<file path="src/rtl/lpf_pkg.sv">
package lpf_pkg;

   typedef enum logic [2:0] {
      ST_IDLE,
      ST_PAD,
      ST_SOP,
      ST_BODY,
      ST_CRC,
      ST_CTL_A,
      ST_CTL_B
   } lpf_state_e;

   localparam int DW_BITS   = 32;
   localparam int DW_BYTES  = DW_BITS / 8;
   localparam int CTL_BYTES = 6;

   // one byte through a left-shifting CRC register, MSB of the byte first
   function automatic logic [31:0] crc32_byte(input logic [31:0] c,
                                              input logic [7:0]  b,
                                              input logic [31:0] poly);
      logic [31:0] r;
      r = c;
      for (int i = 7; i >= 0; i--) begin
         if (r[31] ^ b[i]) r = {r[30:0], 1'b0} ^ poly;
         else              r = {r[30:0], 1'b0};
      end
      return r;
   endfunction

endpackage

</file>
<file path="src/rtl/lpf_crc32.sv">
module lpf_crc32 #(
   parameter logic [31:0] POLY = 32'h04C1_1DB7
) (
   input  logic        clk,
   input  logic        rst_n,
   input  logic        clr,
   input  logic        en,
   input  logic [31:0] din,
   output logic [31:0] crc_q
);
   import lpf_pkg::*;

   logic [31:0] chain [0:DW_BYTES];

   assign chain[0] = crc_q;

   generate
      for (genvar b = 0; b < DW_BYTES; b++) begin : g_byte
         assign chain[b+1] = crc32_byte(chain[b], din[8*b +: 8], POLY);
      end
   endgenerate

   always_ff @(posedge clk or negedge rst_n) begin
      if (!rst_n)   crc_q <= '1;
      else if (clr) crc_q <= '1;
      else if (en)  crc_q <= chain[DW_BYTES];
   end

endmodule

</file>
<file path="src/rtl/lpf_seq.sv">
module lpf_seq #(
   parameter int          LANES       = 4,
   parameter logic [31:0] START_TOKEN = 32'h0000_A5F0
) (
   input  logic        clk,
   input  logic        rst_n,
   input  logic [1:0]  cfg_align,
   input  logic        tlp_valid,
   output logic        tlp_ready,
   input  logic [31:0] tlp_data,
   input  logic        tlp_last,
   input  logic        ctrl_valid,
   output logic        ctrl_ready,
   input  logic [47:0] ctrl_data,
   input  logic        adv,
   input  logic [31:0] crc_q,
   output logic        crc_clr,
   output logic        crc_en,
   output logic        push,
   output logic [31:0] push_dw,
   output logic        flush
);
   import lpf_pkg::*;

   localparam int LANE_W = $clog2(LANES);
   localparam int POS_W  = LANE_W + 2;

   lpf_state_e       st_q, st_d;
   logic [POS_W-1:0] pos_q;
   logic [POS_W-1:0] align_mask;
   logic             aligned_now, aligned_next;

   always_comb begin
      case (cfg_align)
         2'd0:    align_mask = '0;
         2'd1:    align_mask = POS_W'(LANES - 1);
         2'd2:    align_mask = POS_W'(2 * LANES - 1);
         default: align_mask = '1;
      endcase
   end

   assign aligned_now  = (pos_q & align_mask) == '0;
   assign aligned_next = ((pos_q + POS_W'(1)) & align_mask) == '0;

   always_comb begin
      st_d       = st_q;
      push       = 1'b0;
      push_dw    = '0;
      tlp_ready  = 1'b0;
      ctrl_ready = 1'b0;
      crc_clr    = 1'b0;
      crc_en     = 1'b0;
      flush      = 1'b0;
      case (st_q)
         ST_IDLE: begin
            if (ctrl_valid)                         st_d  = ST_CTL_A;
            else if (tlp_valid)                     st_d  = aligned_now ? ST_SOP : ST_PAD;
            else if (pos_q[LANE_W-1:0] != '0)       flush = 1'b1;
         end
         ST_PAD: begin
            if (adv) begin
               push = 1'b1;
               if (aligned_next) st_d = ST_SOP;
            end
         end
         ST_SOP: begin
            if (adv) begin
               push    = 1'b1;
               push_dw = START_TOKEN;
               crc_clr = 1'b1;
               st_d    = ST_BODY;
            end
         end
         ST_BODY: begin
            tlp_ready = adv;
            if (adv && tlp_valid) begin
               push    = 1'b1;
               push_dw = tlp_data;
               crc_en  = 1'b1;
               if (tlp_last) st_d = ST_CRC;
            end
         end
         ST_CRC: begin
            if (adv) begin
               push    = 1'b1;
               push_dw = ~crc_q;
               st_d    = ST_IDLE;
            end
         end
         ST_CTL_A: begin
            if (adv) begin
               push    = 1'b1;
               push_dw = ctrl_data[31:0];
               st_d    = ST_CTL_B;
            end
         end
         ST_CTL_B: begin
            if (adv) begin
               push       = 1'b1;
               push_dw    = {16'h0000, ctrl_data[47:32]};
               ctrl_ready = 1'b1;
               st_d       = ST_IDLE;
            end
         end
         default: st_d = ST_IDLE;
      endcase
   end

   always_ff @(posedge clk or negedge rst_n) begin
      if (!rst_n) begin
         st_q  <= ST_IDLE;
         pos_q <= '0;
      end else begin
         st_q <= st_d;
         if (push)       pos_q <= pos_q + POS_W'(1);
         else if (flush) pos_q <= (pos_q | POS_W'(LANES - 1)) + POS_W'(1);
      end
   end

endmodule

</file>
<file path="src/rtl/lpf_pack.sv">
module lpf_pack #(
   parameter int LANES = 4
) (
   input  logic                  clk,
   input  logic                  rst_n,
   input  logic                  push,
   input  logic [31:0]           push_dw,
   input  logic                  flush,
   output logic                  adv,
   output logic                  out_valid,
   input  logic                  out_ready,
   output logic [LANES*32-1:0]   out_data,
   output logic [LANES*4-1:0]    out_be
);
   localparam int LANE_W = $clog2(LANES);

   logic [LANE_W-1:0] lane_q;
   logic              full_q;
   logic              pop;

   assign pop       = full_q && out_ready;
   assign adv       = !full_q || out_ready;
   assign out_valid = full_q;

   generate
      for (genvar l = 0; l < LANES; l++) begin : g_lane
         logic [31:0] dat_q;
         logic        en_q;
         always_ff @(posedge clk or negedge rst_n) begin
            if (!rst_n) begin
               dat_q <= '0;
               en_q  <= 1'b0;
            end else if (push && lane_q == LANE_W'(l)) begin
               dat_q <= push_dw;
               en_q  <= 1'b1;
            end else if (pop) begin
               dat_q <= '0;
               en_q  <= 1'b0;
            end
         end
         assign out_data[32*l +: 32] = dat_q;
         assign out_be[4*l +: 4]     = {4{en_q}};
      end
   endgenerate

   always_ff @(posedge clk or negedge rst_n) begin
      if (!rst_n) begin
         lane_q <= '0;
         full_q <= 1'b0;
      end else begin
         if (push)       lane_q <= lane_q + LANE_W'(1);
         else if (flush) lane_q <= '0;
         if ((push && lane_q == LANE_W'(LANES - 1)) || flush) full_q <= 1'b1;
         else if (pop)                                         full_q <= 1'b0;
      end
   end

endmodule

</file>
<file path="src/rtl/lpf_link_framer.sv">
module lpf_link_framer #(
   parameter int          OUT_BYTES   = 16,
   parameter logic [31:0] START_TOKEN = 32'h0000_A5F0,
   parameter logic [31:0] CRC_POLY    = 32'h04C1_1DB7
) (
   input  logic                   clk,
   input  logic                   rst_n,
   input  logic [1:0]             cfg_align,
   input  logic                   tlp_valid,
   output logic                   tlp_ready,
   input  logic [31:0]            tlp_data,
   input  logic                   tlp_last,
   input  logic                   ctrl_valid,
   output logic                   ctrl_ready,
   input  logic [47:0]            ctrl_data,
   output logic                   out_valid,
   input  logic                   out_ready,
   output logic [OUT_BYTES*8-1:0] out_data,
   output logic [OUT_BYTES-1:0]   out_be
);
   localparam int LANES = OUT_BYTES / 4;

   generate
      if (OUT_BYTES < 8 || (OUT_BYTES % 4) != 0 || (LANES & (LANES - 1)) != 0) begin : g_bad_width
         $error("lpf_link_framer: OUT_BYTES must be a power of two of at least 8");
      end
      if (CRC_POLY[0] != 1'b1) begin : g_bad_poly
         $error("lpf_link_framer: CRC_POLY must have its constant term set");
      end
   endgenerate

   logic        adv, push, flush, crc_clr, crc_en;
   logic [31:0] push_dw, crc_q;

   lpf_seq #(.LANES(LANES), .START_TOKEN(START_TOKEN)) u_seq (
      .clk        (clk),
      .rst_n      (rst_n),
      .cfg_align  (cfg_align),
      .tlp_valid  (tlp_valid),
      .tlp_ready  (tlp_ready),
      .tlp_data   (tlp_data),
      .tlp_last   (tlp_last),
      .ctrl_valid (ctrl_valid),
      .ctrl_ready (ctrl_ready),
      .ctrl_data  (ctrl_data),
      .adv        (adv),
      .crc_q      (crc_q),
      .crc_clr    (crc_clr),
      .crc_en     (crc_en),
      .push       (push),
      .push_dw    (push_dw),
      .flush      (flush)
   );

   lpf_crc32 #(.POLY(CRC_POLY)) u_crc (
      .clk   (clk),
      .rst_n (rst_n),
      .clr   (crc_clr),
      .en    (crc_en),
      .din   (tlp_data),
      .crc_q (crc_q)
   );

   lpf_pack #(.LANES(LANES)) u_pack (
      .clk       (clk),
      .rst_n     (rst_n),
      .push      (push),
      .push_dw   (push_dw),
      .flush     (flush),
      .adv       (adv),
      .out_valid (out_valid),
      .out_ready (out_ready),
      .out_data  (out_data),
      .out_be    (out_be)
   );

endmodule

</file>
<file path="config.mk">
export PLATFORM = sky130hd
export DESIGN_NAME = lpf_link_framer
export DESIGN_NICKNAME = d
export VERILOG_FILES = /design/src/rtl/lpf_pkg.sv /design/src/rtl/lpf_crc32.sv /design/src/rtl/lpf_seq.sv /design/src/rtl/lpf_pack.sv /design/src/rtl/lpf_link_framer.sv
export SDC_FILE = /design/constraint.sdc
export NUM_CORES = 1
export LEC_CHECK = 0
export BUFFER_PORTS_ARGS = -buffer_cell sky130_fd_sc_hd__buf_2
export CAP_MARGIN = 10
export CORE_MARGIN = 3
export CORE_UTILIZATION = 55
export CTS_CLUSTER_DIAMETER = 100
export CTS_CLUSTER_SIZE = 30
export DETAILED_ROUTE_END_ITERATION = 8
export GPL_TIMING_DRIVEN = 0
export MAX_ROUTING_LAYER = met4
export PLACE_DENSITY = 0.91
export SLEW_MARGIN = 20
export SYNTH_ARGS = -nofsm -noshare
export SYNTH_HDL_FRONTEND = slang
export SYNTH_SLANG_ARGS = --single-unit
</file>
<file path="constraint.sdc">
create_clock -name clk -period 4.35 [get_ports clk]
set_input_delay 0.87 -clock clk [delete_from_list [all_inputs] [get_ports clk]]
set_output_delay 0.87 -clock clk [all_outputs]
set_load 0.05 [all_outputs]
</file>
==> results of run 1 <==
==> kinds of logic (layout without fill, tap and decap cells) <==
logic type                 count (synthesis)  count (layout)  share of synthesized area, %
xor gates and xnor gates                 259             259                          29.7
AOI/OAI and AO/OA                        257             257                          13.9
and+or+nand+nor                          234             234                          10.1
DFF                                      174             174                          41.4
buffers and inverters                     98             366                          4.03
adders and majority gates                  6               6                         0.708
muxes                                      2               2                         0.212
==> cells in the mapped netlist, types with 6 or more instances <==
master    count  area [µm²]
xnor2_1     155        1360
xnor2_4       6         165
o21ai_0     157         786
xnor2_2       7         114
xnor3_2      11         262
buf_1         8        30.0
xnor3_1      29         653
dfrtp_1     142        3550
nand3_1     128         641
ha_1          6        75.1
buf_4        16         120
a221oi_1     16         140
a22oi_1      16         120
nor2_1       44         165
xor2_1       39         342
nand2_1      50         188
inv_1        14        52.6
o22a_1       12         105
a21oi_1      39         195
clkbuf_1     60         225
dfstp_2      32         841
==> flip-flops by register name, indices dropped and copies added, names as in the netlist <==
register / cells
u_seq.pos_q: 4
u_pack.g_lane.dat_q: 128
u_pack.lane_q: 2
u_pack.out_valid: 1
u_pack.g_lane.en_q: 4
u_seq.st_q: 3
u_crc.crc_q: 32
==> cell type report <==
type / count / area, µm² / share of cell area, %
multi-input combinational: 758 / 5830 / 45.6
sequential: 174 / 4390 / 34.4
timing repair buffer: 236 / 1210 / 9.50
clock buffer: 18 / 429 / 3.36
buffer: 84 / 375 / 2.94
tap: 260 / 325 / 2.55
clock inverter: 14 / 150 / 1.18
inverter: 14 / 52.6 / 0.412
==> critical path: cells and delay by family <==
family / cells / cell delay (ns)
XOR/XNOR: 8 / 3.43
AO/OA/AOI/OAI: 1 / 0.16
buffers and inverters: 1 / 0.15
==> repair_timing <==
action,in CTS,in global routing
pin swaps,0,0
resized for setup,1,2
gates cloned,0,0
setup endpoints to repair,3,5
endpoints found under the hold margin,0,0
==> stage by stage <==
step                      setup slack [ns]  std cells
after floorplan                      0.345       1030
after global placement              -0.421       1524
after detailed placement            -0.469       1525
after CTS                           0.0833       1557
after global routing               -0.0294       1558
final                               0.0930       1558
==> routing by layer <==
| layer | vias to the layer above | track usage, % |
|---|---|---|
| li1 | 4074 | - |
| met1 | 4608 | 46.3 |
| met2 | 798 | 57.1 |
| met3 | 146 | 7.36 |
| met4 | 0 | 15.0 |
| met5 | - | - |
==> worst paths after layout <==
path,cells past startpoint,end,from
max in group asynchronous,2,u_crc.crc_q[25],rst_n
worst min-delay path,1,u_pack.g_lane[1].dat_q[4],rst_n
worst max register to register,9,u_crc.crc_q[12],u_crc.crc_q[29]
worst min register to register,2,u_pack.g_lane[2].dat_q[19],u_pack.g_lane[2].dat_q[19]
worst max-delay path,10,u_crc.crc_q[8],tlp_data[11]
min in group clk,2,u_pack.g_lane[2].dat_q[19],u_pack.g_lane[2].dat_q[19]
==> run metrics, run 1 <==
TritonCTS clock tree=built; post-DP HPWL=28900 µm; Reg clk slew, reported paths=0.08 ns; asr flop ratio synth=100%; worst slew pin tran=1.14 ns; critical path class=input port to flop; port bufs=234; Via density=6.18; Tmin final=4.26 ns; via count=9626; Final #Nets=1379; status=finished, final reports clean; # fillers=1406; share of layout cells above drive strength 1=27.0%; drt pass-1 iters=7; first-pass GRT wire length=54500 µm; number of distinct library cells after synthesis=47; drt drc=0; syn nets=1124; met3 WL=4430 µm; Die Span X=145 µm; synthesized instance count=1030; total core area=18800 µm²; aggregate routed wire length=37100 µm; ANT cells=0; sequential fraction of the synthesis area=41.4%; fin crit share=97.9%; commonest non-fill, non-tap cell in the layout=buf_2; R2R Setup Slk=0.11 ns; Post-synth EDFFs=0; gr usage total=36.3%; Synth-to-Final Area Change=20.4%; Setup crit end kind=flop; maximum clock frequency=0.235 GHz; WP data arrival=4.63 ns; top layer in use=met4; WHS=0.382 ns; Setup crit start kind=input port; max-cap violations=0; Clock Latency Late Sink=0.45 ns; largest fanout on the critical path=6; Hold WC Path Type=input port to asynchronous set/reset pin; Top FF cell, synth=dfrtp_1; met2 WL post-DR=17200 µm; vias in the first global route=9192; WL met1=13600 µm; CP most frequent cell=xnor3_2; I/O pins=235; Final setup viols=0; H-tree depth=4; Cell Area, Placed=12200 µm²; largest net degree at the start of global routing=96; die area=21000 µm²; Yosys Warn Count=0; Avg WL per Cell=23.8 µm; Antenna Violating Nets Remaining=0; slew margin rel.=23.9%; Syn Area/Cell=10.3 µm²; Cell Area, Synth=10600 µm²; CTS Buf Count=17; flops & latches, synth=174; 1st-iter DRT viols=1137; initial antenna violation count=0; CTS Root Cell=clkbuf_16; Initial Utilization=56.3%; Worst Skew=0.0181 ns; clk sink count=174; height of the die=145 µm; Slew Viols, Final=0; Final Cell Area=12800 µm²; CP cell instances=buf_2 -> xnor2_2 -> xnor3_1 -> xor3_2 -> xnor3_2 -> xnor3_2 -> xnor3_2 -> xnor3_2 -> xnor2_1 -> o21ai_1; GP Congestion=1.13; setup TNS=0 ns; Final Hold Viols=0; Core Rows=50; Util after Layout=67.8%; CP peak stage delay=0.60 ns; slowest CP cell=xnor3_2; Overflow after GRT=0; Worst EP required=4.72 ns; commonest cells after routing, fill and taps aside=buf_2, o21ai_0, xnor2_1; hold_buf cts=0; clock buffer depth=2; postcts setup bufs=0
Power of run 1 is left out: the tool's default activity adds up to more than one toggle a clock period on the data nets, which glitch-free logic cannot reach.
==> run 2, diff against run 1 <==
--- a/config.mk
+++ b/config.mk
@@ -10,3 +10,4 @@
 export CORE_MARGIN = 3
-export CORE_UTILIZATION = 55
+export CORE_UTILIZATION = 57
+export CTS_BUF_LIST = sky130_fd_sc_hd__clkbuf_8
 export CTS_CLUSTER_DIAMETER = 100
@@ -16,3 +17,3 @@
 export MAX_ROUTING_LAYER = met4
-export PLACE_DENSITY = 0.91
+export PLACE_DENSITY = 0.93
 export SLEW_MARGIN = 20
--- a/constraint.sdc
+++ b/constraint.sdc
@@ -3,2 +3,2 @@
 set_output_delay 0.87 -clock clk [all_outputs]
-set_load 0.05 [all_outputs]
+set_load 0.1 [all_outputs]
==> run metrics, run 2 (synthesis results as in run 1) <==
max-cap violations=0 (unchanged); CTS Buf Count=17 (unchanged); Final #Nets=1379 (unchanged); Initial Utilization=58.5% (was 56.3%); Largest Register=u_pack.g_lane.dat_q (unchanged); worst slew pin tran=1.13 ns (was 1.14 ns); Setup crit start kind=input port (unchanged); largest net degree at the start of global routing=106 (was 96); die area=20300 µm² (was 21000 µm²); height of the die=142 µm (was 145 µm); gr usage total=36.7% (was 36.3%); total core area=18100 µm² (was 18800 µm²); Hold WC Path Type=input port to asynchronous set/reset pin (unchanged); clk sink count=174 (unchanged); commonest non-fill, non-tap cell in the layout=buf_2 (unchanged); Final setup viols=0 (unchanged); RSZ-0062 raised after global routing=false; 1st-iter DRT viols=1140 (was 1137); max reg flops=128 (unchanged); R2R Path Start=u_crc.crc_q[24] (was u_crc.crc_q[29]); port bufs=234 (unchanged); slew margin rel.=24.7% (was 23.9%); TritonCTS clock tree=built (unchanged); drt drc=0 (unchanged); GP Congestion=0.994 (was 1.13); Reg clk slew, reported paths=0.12 ns (was 0.08 ns); I/O pins=235 (unchanged); setup TNS=0 ns (unchanged); post-DP HPWL=28400 µm (was 28900 µm); WP data arrival=4.71 ns (was 4.63 ns); maximum clock frequency=0.232 GHz (was 0.235 GHz); first-pass GRT wire length=54200 µm (was 54500 µm); R2R Setup Slk=0.13 ns (was 0.11 ns); status=finished, final reports clean (unchanged); Die Span X=142 µm (was 145 µm); initial antenna violation count=0 (unchanged); R2R depth=9 (unchanged); Overflow after GRT=0 (unchanged); Final Hold Viols=0 (unchanged); Synth-to-Final Area Change=18.5% (was 20.4%); CTS Root Cell=clkbuf_8 (was clkbuf_16); Via density=6.31 (was 6.18); vias in the first global route=9024 (was 9192); aggregate routed wire length=36700 µm (was 37100 µm); drt pass-1 iters=6 (was 7); via count=9629 (was 9626); Worst Skew=0.0265 ns (was 0.0181 ns); Tmin final=4.31 ns (was 4.26 ns); Register Area=4390 µm² (unchanged); Avg WL per Cell=24.0 µm (was 23.8 µm); FF-to-FF End=u_crc.crc_q[8] (was u_crc.crc_q[12]); multi-input logic area=5820 µm² (was 5830 µm²); # fillers=1378 (was 1406); H-tree depth=4 (unchanged); hold_buf cts=0 (unchanged); Core Rows=49 (was 50); commonest cells after routing, fill and taps aside=buf_2, o21ai_0, xnor2_1 (unchanged); clock buffer depth=2 (unchanged); Slew Viols, Final=0 (unchanged); Setup crit end kind=flop (unchanged); fin crit share=99.0% (was 97.9%); Antenna Violating Nets Remaining=0 (unchanged); critical path class=input port to flop (unchanged); Worst EP required=4.76 ns (was 4.72 ns); Top Registers=u_pack.g_lane.dat_q: 128 flops, u_crc.crc_q: 32 flops (unchanged); Clock Latency Late Sink=0.47 ns (was 0.45 ns); largest fanout on the critical path=7 (was 6); share of layout cells above drive strength 1=27.0% (unchanged); ANT cells=0 (unchanged)
## run 2: routing by layer
metal	track usage (%)	wire length [µm]	vias to the layer above	part of all wire (%)
met1	46.6	13500	4650	37
met4	15.6	1980	0	5.4
met3	7.53	4160	146	11
met5	-	0	-	0
li1	-	-	4069	-
met2	57.7	17100	764	47
## run 2: repair_timing
action	CTS	global route
buffers inserted	0	0
resized for setup	0	3
setup endpoints to repair	0	3
## run 2: layout make-up
| class | instances | area share [%] |
|---|---|---|
| clock buffers | 17 | 1.86 |
| plain buffers | 84 | 2.99 |
| flip-flops and latches | 174 | 34.9 |
| inverters | 14 | 0.418 |
| repair buffers | 236 | 9.83 |
| well taps | 229 | 2.28 |
| clock inverters | 15 | 1.38 |
| multi-input cells | 758 | 46.3 |
## run 2: worst max path at each step
stage	startpoint	endpoint	slack, ns	cells after the start
4_1_cts	tlp_data[15]	u_crc.crc_q[12]	0.06	10
6_report	tlp_data[11]	u_crc.crc_q[12]	0.04	10
3_3_place_gp	tlp_data[15]	u_crc.crc_q[12]	-0.40	10
2_1_floorplan	out_ready	u_crc.crc_q[30]	0.25	8
5_1_grt	tlp_data[11]	u_crc.crc_q[12]	0.001	10
3_5_place_dp	tlp_data[15]	u_crc.crc_q[12]	-0.43	10
## run 2: worst max-delay path, cell delays in order
cell and delay [ns]:
buf_2 0.15, xnor2_2 0.49, xnor3_1 0.54, xnor3_1 0.62, xnor2_1 0.20, xnor2_2 0.62
xor3_1 0.59, xnor2_1 0.34, xnor2_1 0.10, a21oi_1 0.18
## run 2: stage by stage
step | hold WS (ns) | utilization, % | worst slack, ns | cell area (µm²) | std cells
floorplan | 0.459 | - | 0.249 | 10600 | 1030
global placement | 0.477 | 66.5 | -0.403 | 12100 | 1493
detailed placement | 0.485 | 66.9 | -0.428 | 12100 | 1495
CTS | 0.439 | 69.1 | 0.0556 | 12500 | 1527
global route | 0.463 | 69.3 | 0.00137 | 12600 | 1527
finish | 0.439 | 69.3 | 0.0416 | 12600 | 1527
Power of run 2 is left out for the same reason.
